<file path="src/rtl/cmp_evt_pkg.sv">
// Package: shared field codes and state encodings for the comparator controller.
// Assumes: software uses the codes below on the configuration write port.
package cmp_evt_pkg;

    typedef enum logic [2:0] {
        FLD_AIN     = 3'd0,
        FLD_REF     = 3'd1,
        FLD_EXTPIN  = 3'd2,
        FLD_HYST    = 3'd3,
        FLD_ENABLE  = 3'd4,
        FLD_WAKEDIR = 3'd5
    } cfg_field_e;

    typedef enum logic [1:0] {
        ST_IDLE = 2'd0,
        ST_WARM = 2'd1,
        ST_RUN  = 2'd2
    } run_state_e;

    typedef enum logic [1:0] {
        WK_CROSS = 2'd0,
        WK_UP    = 2'd1,
        WK_DOWN  = 2'd2
    } wake_dir_e;

endpackage

</file>
<file path="src/rtl/cmp_evt_cfg.sv">
// Configuration register file. Holds the mux selects, hysteresis, enable and
// wake direction. Assumes DATA_W covers the widest field. Every field except
// enable is locked while enable is set.
module cmp_evt_cfg
    import cmp_evt_pkg::*;
#(
    parameter int AIN_W  = 3,
    parameter int REF_W  = 4,
    parameter int DATA_W = 4
) (
    input  logic              clk,
    input  logic              rst_n,
    input  logic              wr,
    input  logic [2:0]        sel,
    input  logic [DATA_W-1:0] wdata,
    output logic [AIN_W-1:0]  ain_sel,
    output logic [REF_W-1:0]  ref_code,
    output logic              ext_pin,
    output logic              hyst_en,
    output logic              enable,
    output wake_dir_e         wake_dir
);

    logic locked;
    assign locked = enable;

    // Field update: enable always writable, the rest only while disabled.
    always_ff @(posedge clk) begin
        if (!rst_n) begin
            ain_sel  <= '0;
            ref_code <= '0;
            ext_pin  <= 1'b0;
            hyst_en  <= 1'b0;
            enable   <= 1'b0;
            wake_dir <= WK_CROSS;
        end else if (wr) begin
            case (cfg_field_e'(sel))
                FLD_ENABLE:  enable <= wdata[0];
                FLD_AIN:     if (!locked) ain_sel  <= wdata[AIN_W-1:0];
                FLD_REF:     if (!locked) ref_code <= wdata[REF_W-1:0];
                FLD_EXTPIN:  if (!locked) ext_pin  <= wdata[0];
                FLD_HYST:    if (!locked) hyst_en  <= wdata[0];
                FLD_WAKEDIR: if (!locked) wake_dir <= wake_dir_e'(wdata[1:0]);
                default: ;
            endcase
        end
    end

endmodule

</file>
<file path="src/rtl/cmp_evt_sync.sv">
// Multi-stage synchroniser for the asynchronous comparator output.
// Assumes STAGES >= 2. The output lags the input by STAGES edges.
module cmp_evt_sync #(
    parameter int STAGES = 2
) (
    input  logic clk,
    input  logic rst_n,
    input  logic d,
    output logic q
);

    logic [STAGES-1:0] chain;

    for (genvar i = 0; i < STAGES; i++) begin : g_stage
        if (i == 0) begin : g_first
            // First stage samples the raw level.
            always_ff @(posedge clk) begin
                if (!rst_n) chain[i] <= 1'b0;
                else        chain[i] <= d;
            end
        end else begin : g_next
            // Later stages shift the level along the chain.
            always_ff @(posedge clk) begin
                if (!rst_n) chain[i] <= 1'b0;
                else        chain[i] <= chain[i-1];
            end
        end
    end

    assign q = chain[STAGES-1];

endmodule

</file>
<file path="src/rtl/cmp_evt_seq.sv">
// Run sequencer: idle, warm-up and run states, a warm-up counter and the
// ready pulse. Assumes STARTUP_CYC >= 1. STOP or a cleared enable forces idle
// and outranks START.
module cmp_evt_seq
    import cmp_evt_pkg::*;
#(
    parameter int STARTUP_CYC = 16
) (
    input  logic clk,
    input  logic rst_n,
    input  logic enable,
    input  logic start,
    input  logic stop,
    input  logic other_busy,
    output logic running,
    output logic halt,
    output logic ready_pulse
);

    localparam int CNT_W = $clog2(STARTUP_CYC + 1);
    localparam logic [CNT_W-1:0] LAST = CNT_W'(STARTUP_CYC - 1);

    run_state_e state;
    logic [CNT_W-1:0] cnt;

    assign halt    = stop || !enable;
    assign running = (state == ST_RUN);

    // State, warm-up count and ready pulse.
    always_ff @(posedge clk) begin
        if (!rst_n) begin
            state       <= ST_IDLE;
            cnt         <= '0;
            ready_pulse <= 1'b0;
        end else begin
            ready_pulse <= 1'b0;
            if (halt) begin
                state <= ST_IDLE;
                cnt   <= '0;
            end else begin
                case (state)
                    ST_IDLE: if (start && !other_busy) begin
                        state <= ST_WARM;
                        cnt   <= '0;
                    end
                    ST_WARM: if (cnt == LAST) begin
                        state       <= ST_RUN;
                        ready_pulse <= 1'b1;
                    end else begin
                        cnt <= cnt + 1'b1;
                    end
                    default: ;
                endcase
            end
        end
    end

endmodule

</file>
<file path="src/rtl/cmp_evt_edge.sv">
// Edge events, wake request and sample register. The previous-level register
// tracks the synchronised level in every state, so warm-up preloads the baseline.
// Events fire only while running and not halted.
module cmp_evt_edge
    import cmp_evt_pkg::*;
(
    input  logic      clk,
    input  logic      rst_n,
    input  logic      lvl,
    input  logic      running,
    input  logic      halt,
    input  wake_dir_e wake_dir,
    input  logic      wake_ack,
    input  logic      sample,
    output logic      ev_up,
    output logic      ev_down,
    output logic      ev_cross,
    output logic      wake,
    output logic      result
);

    logic prev;
    logic fire_ok, rise, fall, hit;

    assign fire_ok = running && !halt;
    assign rise    = lvl && !prev;
    assign fall    = !lvl && prev;

    // Select whether this crossing matches the wake direction.
    always_comb begin
        case (wake_dir)
            WK_UP:   hit = rise;
            WK_DOWN: hit = fall;
            default: hit = rise || fall;
        endcase
    end

    // Previous level and registered single-cycle events.
    always_ff @(posedge clk) begin
        if (!rst_n) begin
            prev     <= 1'b0;
            ev_up    <= 1'b0;
            ev_down  <= 1'b0;
            ev_cross <= 1'b0;
        end else begin
            prev     <= lvl;
            ev_up    <= fire_ok && rise;
            ev_down  <= fire_ok && fall;
            ev_cross <= fire_ok && (rise || fall);
        end
    end

    // Wake request: set on a matching crossing, cleared by ack or leaving run.
    always_ff @(posedge clk) begin
        if (!rst_n)          wake <= 1'b0;
        else if (!fire_ok)   wake <= 1'b0;
        else if (hit)        wake <= 1'b1;
        else if (wake_ack)   wake <= 1'b0;
    end

    // Sample register: captures the level on SAMPLE while running.
    always_ff @(posedge clk) begin
        if (!rst_n)                 result <= 1'b0;
        else if (sample && running) result <= lvl;
    end

endmodule

</file>
<file path="src/rtl/cmp_evt_ctrl.sv">
// Top of the comparator task and event controller. Ties the configuration file,
// synchroniser, run sequencer and edge logic together. Assumes the analog core
// output is asynchronous and the task strobes are single-cycle.
module cmp_evt_ctrl
    import cmp_evt_pkg::*;
#(
    parameter int AIN_W       = 3,
    parameter int REF_W       = 4,
    parameter int DATA_W      = 4,
    parameter int STARTUP_CYC = 16,
    parameter int SYNC_STAGES = 2
) (
    input  logic              clk,
    input  logic              rst_n,
    input  logic              cfg_wr_i,
    input  logic [2:0]        cfg_sel_i,
    input  logic [DATA_W-1:0] cfg_wdata_i,
    input  logic              task_start_i,
    input  logic              task_stop_i,
    input  logic              task_sample_i,
    input  logic              other_busy_i,
    input  logic              core_out_i,
    input  logic              wake_ack_i,
    output logic [AIN_W-1:0]  ain_sel_o,
    output logic [REF_W-1:0]  ref_code_o,
    output logic              ext_pin_o,
    output logic              hyst_en_o,
    output logic              enabled_o,
    output logic              running_o,
    output logic              ev_ready_o,
    output logic              ev_up_o,
    output logic              ev_down_o,
    output logic              ev_cross_o,
    output logic              result_o,
    output logic              wake_o
);

    wake_dir_e wake_dir;
    logic      lvl_sync;
    logic      halt;

    cmp_evt_cfg #(.AIN_W(AIN_W), .REF_W(REF_W), .DATA_W(DATA_W)) cfg_i (
        .clk      (clk),
        .rst_n    (rst_n),
        .wr       (cfg_wr_i),
        .sel      (cfg_sel_i),
        .wdata    (cfg_wdata_i),
        .ain_sel  (ain_sel_o),
        .ref_code (ref_code_o),
        .ext_pin  (ext_pin_o),
        .hyst_en  (hyst_en_o),
        .enable   (enabled_o),
        .wake_dir (wake_dir)
    );

    cmp_evt_sync #(.STAGES(SYNC_STAGES)) sync_i (
        .clk   (clk),
        .rst_n (rst_n),
        .d     (core_out_i),
        .q     (lvl_sync)
    );

    cmp_evt_seq #(.STARTUP_CYC(STARTUP_CYC)) seq_i (
        .clk         (clk),
        .rst_n       (rst_n),
        .enable      (enabled_o),
        .start       (task_start_i),
        .stop        (task_stop_i),
        .other_busy  (other_busy_i),
        .running     (running_o),
        .halt        (halt),
        .ready_pulse (ev_ready_o)
    );

    cmp_evt_edge edge_i (
        .clk      (clk),
        .rst_n    (rst_n),
        .lvl      (lvl_sync),
        .running  (running_o),
        .halt     (halt),
        .wake_dir (wake_dir),
        .wake_ack (wake_ack_i),
        .sample   (task_sample_i),
        .ev_up    (ev_up_o),
        .ev_down  (ev_down_o),
        .ev_cross (ev_cross_o),
        .wake     (wake_o),
        .result   (result_o)
    );

endmodule

</file>
<file path="config.mk">
export PLATFORM = sky130hd
export DESIGN_NAME = cmp_evt_ctrl
export DESIGN_NICKNAME = d
export VERILOG_FILES = /design/src/rtl/cmp_evt_pkg.sv /design/src/rtl/cmp_evt_cfg.sv /design/src/rtl/cmp_evt_sync.sv /design/src/rtl/cmp_evt_seq.sv /design/src/rtl/cmp_evt_edge.sv /design/src/rtl/cmp_evt_ctrl.sv
export SDC_FILE = /design/constraint.sdc
export NUM_CORES = 1
export LEC_CHECK = 0
export BUFFER_PORTS_ARGS = -buffer_cell sky130_fd_sc_hd__buf_4
export CAP_MARGIN = 10
export CORE_ASPECT_RATIO = 1.25
export CORE_MARGIN = 4
export CORE_UTILIZATION = 40
export CTS_BUF_LIST = sky130_fd_sc_hd__clkbuf_16
export DETAILED_ROUTE_END_ITERATION = 10
export GPL_TIMING_DRIVEN = 0
export HOLD_SLACK_MARGIN = 0.06
export PLACE_DENSITY = 0.63
export SYNTH_ARGS = -nofsm -noshare
export SYNTH_HDL_FRONTEND = slang
export SYNTH_SLANG_ARGS = --single-unit
</file>
<file path="constraint.sdc">
create_clock -name clk -period 1.8 [get_ports clk]
set_input_delay 0.18 -clock clk [delete_from_list [all_inputs] [get_ports clk]]
set_output_delay 0.18 -clock clk [all_outputs]
set_load 0.05 [all_outputs]
</file>
==> impl_metrics.env, run 1 <==
export IMPL_status="complete, no violations"
export IMPL_async_reset_ff_frac=0
export IMPL_io_pin_count=33
export IMPL_switching_power_mw=0.2693
export IMPL_htree_levels=1
export IMPL_min_to="sync_i.chain[0]"
export IMPL_netlist_area_sq_mm=0.001224
export IMPL_setup_tns_ns=0
export IMPL_crit_path_end_kind="flip-flop"
export IMPL_r2r_start="seq_i.cnt[1]"
export IMPL_r2r_end="seq_i.cnt[0]"
export IMPL_vias=1051
export IMPL_syn_inst=131
export IMPL_gp_congestion=0.7081
export IMPL_synth_edf_count=0
export IMPL_slew_headroom=0.7068
export IMPL_synth_yosys_seq_area_share=0.4581
export IMPL_arrival_ns=1.89
export IMPL_hold_viol=0
export IMPL_die_w_um=57.47
export IMPL_min_from="core_out_i"
export IMPL_post_drt_wl_per_cell_um=12.28
export IMPL_gr_total_overflow=0
export IMPL_grt_pass1_vias=1011
export IMPL_p_int_mw=1.118
export IMPL_dp_cells=199
export IMPL_r2r_slack_ns=0.1
export IMPL_power_density_mw_per_mm2=839.5
export IMPL_path_clk_slew_ns=0.07
export IMPL_layout_nets=192
export IMPL_routed_via_density=5.127
export IMPL_hp_class="input port to flip-flop"
export IMPL_fillerInstances=269
export IMPL_rows=22
export IMPL_cts_tree="done"
export IMPL_io_buffers=32
export IMPL_fin_ws_ns=0.09761
export IMPL_route_detailed_drc=0
export IMPL_fin_cells=205
export IMPL_holdBufCountCts=0
export IMPL_switching_share=0.1941
export IMPL_report_final_slew_viol_count=0
export IMPL_crit_fanout=6
export IMPL_synth_avg_cell_area_sq_um=9.341
export IMPL_fin_worst_skew_ns=0.002133
export IMPL_min_path_cells=2
export IMPL_core_region_area_sq_mm=0.002945
export IMPL_yosysWarnings=0
export IMPL_dieArea_sq_mm=0.004014
export IMPL_die_h_um=69.84
export IMPL_place_ws_ns=-0.09059
export IMPL_leakagePower_nw=0.6634
export IMPL_synth_cell_types=34
export IMPL_cts_sinks=28
export IMPL_seq_power_share=0.456
export IMPL_holdWs_ns=0.1267
export IMPL_clk_path_buf_depth=2
export IMPL_syn_to_final_growth_pct=35.07
export IMPL_cts_buffers=3
export IMPL_yosysMostFrequentCell="dfxtp_1"
export IMPL_synth_area_leaders="dfxtp_1 46%, mux2i_1 8.2%, ha_1 6.1%, a21oi_1 4.1%, nand2_1 4.0%"
export IMPL_synth_top_area_share=0.4581
export IMPL_start_util=0.4155
export IMPL_root_buffer="clkbuf_16"
export IMPL_clk_latency_ns=0.26
export IMPL_diodes=0
export IMPL_first_pass_iters=4
export IMPL_setup_violations=0
export IMPL_routed_wl_um=2518
export IMPL_fmax_ghz=0.5874
export IMPL_syn_num_nets=153
export IMPL_r2r_cells=6
export IMPL_synth_top_cell_by_area="dfxtp_1"
export IMPL_worstSetupPathType="flip-flop to flip-flop"
export IMPL_drive_gt1_frac=0.2781
export IMPL_fin_crit_sh=0.9458
export IMPL_antenna_found_initial=0
export IMPL_grt_max_degree=17
export IMPL_tightest_slew_ns=0.4382
export IMPL_startpoint_type="flip-flop"
export IMPL_ant_nets=0
export IMPL_maxCapViolCount=0
export IMPL_crit_required_ns=1.99
export IMPL_ys_ff_latch=28
export IMPL_total_power_mw=1.388
export IMPL_seq_area_sq_um=561.8
export IMPL_dp_hpwl_um=1954
export IMPL_grt_use_total=0.1274
export IMPL_rsz0062_at_grt="no"
export IMPL_period_minus_slack_ns=1.702
export IMPL_synth_ff_type="dfxtp_1"
export IMPL_multi_input_area_sq_um=629.4
export IMPL_grt_pass1_wl_um=4257
export IMPL_p_clk_frac=0.466
export IMPL_power_frac_comb=0.077
export IMPL_irDropWorstVdd_uv=814.3
export IMPL_drt_iter0_markers=22
export IMPL_ys_top_cells_by_count="28 x dfxtp_1, 13 x nand2_1, 10 x a21oi_1, 10 x mux2i_1, 9 x nand3_1"
-- worst max path at each step --
stage	start	to	slack (ns)	depth (start not counted)
2_1_floorplan	seq_i.cnt[0]	seq_i.cnt[3]	0.05	6
3_3_place_gp	seq_i.cnt[0]	seq_i.cnt[3]	-0.06	6
3_5_place_dp	seq_i.cnt[0]	seq_i.cnt[2]	-0.09	6
4_1_cts	seq_i.cnt[0]	seq_i.cnt[2]	0.009	6
5_1_grt	seq_i.cnt[0]	seq_i.cnt[0]	0.01	6
6_report	seq_i.cnt[1]	seq_i.cnt[0]	0.1	6
-- flip-flops by register name (all words and copies together) (netlist names), 2 cells and up --
signal and count:
cfg_i.ain_sel 3, cfg_i.ref_code 4, cfg_i.wake_dir 2, seq_i.cnt 5, seq_i.state 2
-- cell type report --
class                   instances  area share
multi-input cells              90      0.3808
flip-flops and latches         28      0.3399
repair buffers                 34      0.1544
clock buffers                   3     0.04542
well taps                      36     0.02725
inverters                       9     0.02044
clock inverters                 1     0.01817
plain buffers                   4     0.01363
-- cell families after synthesis --
kind of cell | count (synthesis) | synth area share
simple gates | 53 | 0.2485
compound gates | 21 | 0.1043
fa+ha+maj | 6 | 0.06135
mux | 10 | 0.08180
buf+inv | 13 | 0.04601
flops | 28 | 0.4581
-- cells in the final DEF, fill, tap and decap left out, drive strengths merged, types with 5 or more instances in the layout --
master	instances
inv	9
nand2	13
dfxtp	28
ha	6
o21ai	5
nand3	9
clkbuf	6
mux2i	10
buf	35
nor2	7
a21oi	11
-- per-layer routing --
layer,GRT usage,share of wire,vias to the layer above
li1,-,-,535
met1,0.1448,0.40,492
met2,0.2286,0.54,20
met3,0.04097,0.054,4
met4,0.02320,0.0091,0
met5,0,0,-
-- worst max-delay path, stage by stage (launching register included) --
cell,delay [ns]
dfxtp_1,0.33
ha_2,0.18
and3_4,0.18
ha_4,0.16
or3b_4,0.41
or2_0,0.23
a21oi_1,0.13
-- power by group through the flow --
stage / registers [mW] / clock network [mW] / logic, mW
detailed placement: 0.647 / 0 / 0.107
CTS: 0.633 / 0.665 / 0.108
global placement: 0.647 / 0 / 0.104
global route: 0.634 / 0.681 / 0.117
finish: 0.633 / 0.647 / 0.107
floorplan: 0.663 / 0 / 0.0397
-- repair_timing --
item,CTS,global route
gates cloned,0,0
pin swaps,3,3
setup buffers,0,2
gates resized for setup,2,4
endpoints found under the setup margin,4,4
-- stage by stage --
| stage | utilization | area, sq um |
|---|---|---|
| after global routing | 0.5612 | 1653 |
| after detailed placement | 0.5123 | 1509 |
| after CTS | 0.5497 | 1619 |
| after floorplan | - | 1224 |
| final | 0.5612 | 1653 |
| after global placement | 0.5123 | 1509 |
Note: power is estimated with default switching activity, not from simulation.
==> run 2: changes to the inputs <==
--- a/config.mk
+++ b/config.mk
@@ -9,12 +9,12 @@
 export CAP_MARGIN = 10
 export CORE_ASPECT_RATIO = 1.25
 export CORE_MARGIN = 4
-export CORE_UTILIZATION = 40
+export CORE_UTILIZATION = 46
 export CTS_BUF_LIST = sky130_fd_sc_hd__clkbuf_16
 export DETAILED_ROUTE_END_ITERATION = 10
 export GPL_TIMING_DRIVEN = 0
 export HOLD_SLACK_MARGIN = 0.06
-export PLACE_DENSITY = 0.63
+export PLACE_DENSITY = 0.71
 export SYNTH_ARGS = -nofsm -noshare
 export SYNTH_HDL_FRONTEND = slang
 export SYNTH_SLANG_ARGS = --single-unit
==> impl_metrics.env, run 2 (synthesized netlist as in run 1, its figures left out) <==
export IMPL_status="complete, no violations"
export IMPL_routed_wl_um=2795
export IMPL_rsz0062_at_grt="no"
export IMPL_worstSetupPathType="flip-flop to flip-flop"
export IMPL_drive_gt1_frac=0.2781
export IMPL_slowest_delay_ns=0.42
export IMPL_top_register="seq_i.cnt"
export IMPL_die_w_um=54.13
export IMPL_grt_pass1_wl_um=4512
export IMPL_fin_worst_skew_ns=0.002353
export IMPL_fin_cells=202
export IMPL_fin_ws_ns=0.1021
export IMPL_cts_sinks=28
export IMPL_root_buffer="clkbuf_16"
export IMPL_gr_total_overflow=0
export IMPL_path_clk_slew_ns=0.07
export IMPL_place_area_sq_mm=0.001505
export IMPL_routed_via_density=5.317
export IMPL_dp_hpwl_um=1957
export IMPL_cts_tree="done"
export IMPL_largestRegisters="seq_i.cnt: 5 flops, cfg_i.ref_code: 4 flops, cfg_i.ain_sel: 3 flops"
export IMPL_vias=1074
export IMPL_irDropWorstVdd_uv=582.4
export IMPL_hp_class="input port to flip-flop"
export IMPL_crit_path_end_kind="flip-flop"
export IMPL_arrival_ns=1.89
export IMPL_hold_viol=0
export IMPL_holdWs_ns=0.1256
export IMPL_worst_path_dominant_cell_family="simple AND/OR/NAND/NOR gates"
export IMPL_layout_common_cells="34 x buf_4, 27 x dfxtp_1, 13 x nand2_1"
export IMPL_antenna_found_initial=0
export IMPL_diodes=0
export IMPL_period_minus_slack_ns=1.698
export IMPL_htree_levels=1
export IMPL_total_power_mw=1.393
export IMPL_route_detailed_drc=0
export IMPL_first_pass_iters=4
export IMPL_critPathBufInv=0
export IMPL_die_h_um=65.67
export IMPL_fin_crit_sh=0.9433
export IMPL_cts_buffers=3
export IMPL_finalInstanceArea_sq_mm=0.001649
export IMPL_syn_to_final_growth_pct=34.76
export IMPL_report_final_slew_viol_count=0
export IMPL_core_region_area_sq_mm=0.002477
export IMPL_holdBufCountCts=0
export IMPL_layout_nets=192
export IMPL_io_buffers=32
export IMPL_leakagePower_nw=0.6639
export IMPL_crit_fanout=6
export IMPL_startpoint_type="flip-flop"
export IMPL_setup_violations=0
export IMPL_crit_required_ns=1.99
export IMPL_power_density_mw_per_mm2=844.8
export IMPL_dp_cells=196
export IMPL_ant_nets=0
export IMPL_slew_headroom=0.6706
export IMPL_cp_slowest_cell="or3b_4"
export IMPL_grt_pass1_vias=1084
export IMPL_gp_congestion=0.7613
export IMPL_grt_max_degree=17
export IMPL_dieArea_sq_mm=0.003554
export IMPL_maxCapViolCount=0
export IMPL_rows=20
export IMPL_layout_commonest_cell="buf_4"
export IMPL_tightest_slew_ns=0.4875
export IMPL_drt_iter0_markers=19
export IMPL_place_ws_ns=-0.1028
export IMPL_clk_path_buf_depth=2
export IMPL_grt_use_total=0.1721
export IMPL_io_pin_count=33
export IMPL_start_util=0.4939
export IMPL_largest_register_ffs=5
export IMPL_fmax_ghz=0.5890
export IMPL_worstPathCellList="ha_2, and3_4, ha_4, or3b_4, a21oi_2, mux2i_1"
export IMPL_post_drt_wl_per_cell_um=13.84
export IMPL_clk_latency_ns=0.26
## run 2: cell counts in the layout (fill, tap and decap cells not counted)
Identical to the previous run, type by type.
## run 2: path summary, 6_finish.rpt
check | startpoint | to | slack [ns] | cells after the start
min | core_out_i | sync_i.chain[0] | 0.13 | 2
max reg2reg | seq_i.cnt[0] | seq_i.cnt[3] | 0.10 | 6
min reg2reg | sync_i.chain[0] | sync_i.q | 0.44 | 1
max | seq_i.cnt[0] | seq_i.cnt[3] | 0.10 | 6
## run 2: per-stage QoR
| stage | TNS, ns | util |
|---|---|---|
| finish | 0 | 0.6657 |
| floorplan | 0 | - |
| CTS | 0 | 0.6520 |
| detailed placement | -0.3213 | 0.6076 |
| global placement | -0.1728 | 0.6076 |
| global route | 0 | 0.6657 |
## run 2: where the power goes
group          switching, mW  internal, mW
registers            0.00532         0.628
logic                 0.0597        0.0484
clock network          0.209         0.443
total                  0.274          1.12
## run 2: repair_timing
action                     in CTS  in global routing
gates resized for setup         2                  4
pin swaps                       3                  2
setup buffers                   0                  2
setup endpoints to repair       4                  4
## run 2: routing by layer
metal,vias up,global-route usage,part of all wire
met5,-,0,0
met3,8,0.03401,0.047
li1,537,-,-
met2,36,0.3084,0.55
met4,0,0.09969,0.028
met1,493,0.1756,0.38
## run 2: layout make-up
| cell class | count | area (sq um) |
|---|---|---|
| Buffer | 4 | 22.52 |
| Clock buffer | 3 | 75.07 |
| Clock inverter | 1 | 30.03 |
| Fill cell | 203 | 828.3 |
| Inverter | 9 | 33.78 |
| Multi-Input combinational cell | 90 | 629.4 |
| Sequential cell | 28 | 561.8 |
| Tap cell | 33 | 41.29 |
| Timing Repair Buffer | 34 | 255.2 |
==> run 3: changes to the inputs <==
--- a/config.mk
+++ b/config.mk
@@ -5,11 +5,12 @@
 export SDC_FILE = /design/constraint.sdc
 export NUM_CORES = 1
 export LEC_CHECK = 0
+export ABC_AREA = 1
 export BUFFER_PORTS_ARGS = -buffer_cell sky130_fd_sc_hd__buf_4
 export CAP_MARGIN = 10
 export CORE_ASPECT_RATIO = 1.25
 export CORE_MARGIN = 4
-export CORE_UTILIZATION = 46
+export CORE_UTILIZATION = 47
 export CTS_BUF_LIST = sky130_fd_sc_hd__clkbuf_16
 export DETAILED_ROUTE_END_ITERATION = 10
 export GPL_TIMING_DRIVEN = 0
@@ -17,4 +18,5 @@
 export PLACE_DENSITY = 0.71
 export SYNTH_ARGS = -nofsm -noshare
 export SYNTH_HDL_FRONTEND = slang
+export SYNTH_HIERARCHICAL = 1
 export SYNTH_SLANG_ARGS = --single-unit
==> impl_metrics.env, run 3 <==
export IMPL_status="complete, no violations"
export IMPL_yosysMostFrequentCell="nand2_1"
export IMPL_synth_top_area_share=0.4148
export IMPL_start_util=0.4993
export IMPL_ys_top_cells_by_count="45 x nand2_1, 42 x nor2_1, 28 x dfxtp_1, 28 x inv_1, 15 x nand3_1"
export IMPL_die_w_um=55.96
export IMPL_min_from="core_out_i"
export IMPL_r2r_start="seq_i/cnt[0]"
export IMPL_met2_length_um=1365
export IMPL_htree_levels=1
export IMPL_fin_worst_skew_ns=0.002025
export IMPL_largest_register_ffs=5
export IMPL_crit_fanout=5
export IMPL_io_buffers=32
export IMPL_cts_buffers=3
export IMPL_layout_commonest_cell="nand2_1"
export IMPL_routed_wl_um=2657
export IMPL_drt_iter0_markers=14
export IMPL_syn_inst=194
export IMPL_r2r_slack_ns=0.17
export IMPL_worstSetupPathType="flip-flop to flip-flop"
export IMPL_synth_avg_cell_area_sq_um=6.965
export IMPL_setup_violations=0
export IMPL_arrival_ns=1.79
export IMPL_clk_latency_ns=0.25
export IMPL_async_reset_ff_frac=0
export IMPL_route_detailed_drc=0
export IMPL_fmax_ghz=0.6119
export IMPL_diodes=0
export IMPL_report_final_slew_viol_count=0
export IMPL_syn_to_final_growth_pct=28.70
export IMPL_holdWs_ns=0.1074
export IMPL_ant_nets=0
export IMPL_synth_edf_count=0
export IMPL_synth_cell_types=21
export IMPL_ctsResizeCount=0
export IMPL_core_region_area_sq_mm=0.002706
export IMPL_hold_viol=0
export IMPL_slew_headroom=0.6816
export IMPL_setup_tns_ns=0
export IMPL_cts_setup_buffers=0
export IMPL_r2r_cells=10
export IMPL_yosysWarnings=6
export IMPL_die_h_um=67.95
export IMPL_largestRegisters="seq_i/cnt: 5 flops, cfg_i/ref_code: 4 flops, cfg_i/ain_sel: 3 flops"
export IMPL_rows=21
export IMPL_min_path_cells=3
export IMPL_first_pass_iters=4
export IMPL_dp_hpwl_um=2139
export IMPL_ys_ff_latch=28
export IMPL_min_to="sync_i/chain[0]"
export IMPL_cts_tree="done"
export IMPL_synth_top_cell_by_area="dfxtp_1"
export IMPL_dr_max_layer_used="met4"
export IMPL_vias=1216
export IMPL_r2r_end="seq_i/cnt[1]"
export IMPL_cts_sinks=28
export IMPL_routed_via_density=4.606
export IMPL_maxCapViolCount=0
export IMPL_grt_use_total=0.1504
export IMPL_synth_yosys_seq_area_share=0.4148
export IMPL_syn_num_nets=216
export IMPL_layout_nets=253
export IMPL_fin_crit_sh=0.9079
export IMPL_layout_common_cells="45 x nand2_1, 42 x nor2_1, 32 x buf_4"
export IMPL_top_register="seq_i/cnt"
export IMPL_power_density_mw_per_mm2=822.5
export IMPL_grt_pass1_wl_um=4623
export IMPL_cp_startpoint="seq_i/cnt[0]"
export IMPL_io_pin_count=33
export IMPL_antenna_found_initial=0
export IMPL_startpoint_type="flip-flop"
export IMPL_rsz0062_at_grt="no"
export IMPL_netlist_area_sq_mm=0.001351
export IMPL_holdBufCountCts=0
export IMPL_hp_class="input port to flip-flop"
export IMPL_grt_pass1_vias=1195
export IMPL_gp_congestion=0.8629
export IMPL_tightest_slew_ns=0.4759
export IMPL_crit_required_ns=1.95
export IMPL_period_minus_slack_ns=1.634
export IMPL_drive_gt1_frac=0.2391
export IMPL_leakagePower_nw=0.8453
export IMPL_clk_path_buf_depth=2
export IMPL_root_buffer="clkbuf_16"
export IMPL_gr_total_overflow=0
export IMPL_path_clk_slew_ns=0.06
export IMPL_post_drt_wl_per_cell_um=10.06
export IMPL_irDropWorstVdd_uv=684.7
export IMPL_grt_max_degree=17
export IMPL_synth_ff_type="dfxtp_1"
export IMPL_wl_met3_um=150
export IMPL_synth_area_leaders="dfxtp_1 41%, nand2_1 13%, nor2_1 12%, inv_1 7.8%, ha_1 5.6%"
export IMPL_wl_met1_um=1097
export IMPL_crit_path_end_kind="flip-flop"
export IMPL_dieArea_sq_mm=0.003802
==> run 3: where the power goes <==
| part | total, mW | switching (mW) | leakage [nW] | internal, mW |
|---|---|---|---|---|
| Clock | 0.635 | 0.194 | 0.0511 | 0.442 |
| Combinational | 0.156 | 0.0962 | 0.567 | 0.0593 |
| Sequential | 0.640 | 0.00770 | 0.227 | 0.632 |
==> run 3: worst max-delay path by stage <==
stage,slack [ns],cells after the start,endpoint
after global placement,0.23,10,seq_i/cnt[1]
after detailed placement,0.20,10,seq_i/cnt[1]
after CTS,0.16,3,running_o
after global routing,0.01,10,seq_i/cnt[1]
after floorplan,0.08,5,edge_i/result
final,0.17,10,seq_i/cnt[1]
==> run 3: cell families after synthesis <==
logic type	Yosys count	share of synthesized area
flip-flops	28	0.4148
buffers and inverters	34	0.09629
AND/OR/NAND/NOR	118	0.3982
adder cells (fa/ha/maj)	6	0.05555
AO/OA/AOI/OAI	8	0.03518
==> run 3: metrics by stage <==
step / setup slack [ns] / total power, mW / instance area (sq um) / instances / util
finish: 0.1658 / 1.431 / 1739 / 264 / 0.6426
CTS: 0.1640 / 1.448 / 1739 / 264 / 0.6426
detailed placement: 0.2035 / 0.8098 / 1634 / 260 / 0.6038
global placement: 0.2330 / 0.8067 / 1634 / 260 / 0.6038
floorplan: 0.08108 / 0.7497 / 1351 / 194 / -
global route: 0.01127 / 1.497 / 1739 / 264 / 0.6426
==> run 3: per-layer routing <==
layer,up-vias,track usage
li1,658,-
met1,524,0.1537
met3,4,0.03396
met5,-,0
met4,0,0.07122
met2,30,0.2909
==> run 3: worst max-delay path: stages (launching register included) <==
cell and delay [ns]:
dfxtp_1 0.35, ha_1 0.23, nand2_1 0.09, nor2_1 0.05
ha_1 0.20, a21oi_2 0.29, nand2_4 0.11, inv_4 0.09
nand2_1 0.05, nand2_1 0.05, nor2_1 0.04
==> run 3: final cells by class <==
cell class,instances,area (sq um)
Buffer,1,3.754
Clock buffer,3,75.07
Clock inverter,1,30.03
Fill cell,237,967.2
Inverter,33,126.4
Multi-Input combinational cell,132,660.6
Sequential cell,28,560.5
Tap cell,34,42.54
Timing Repair Buffer,32,240.2
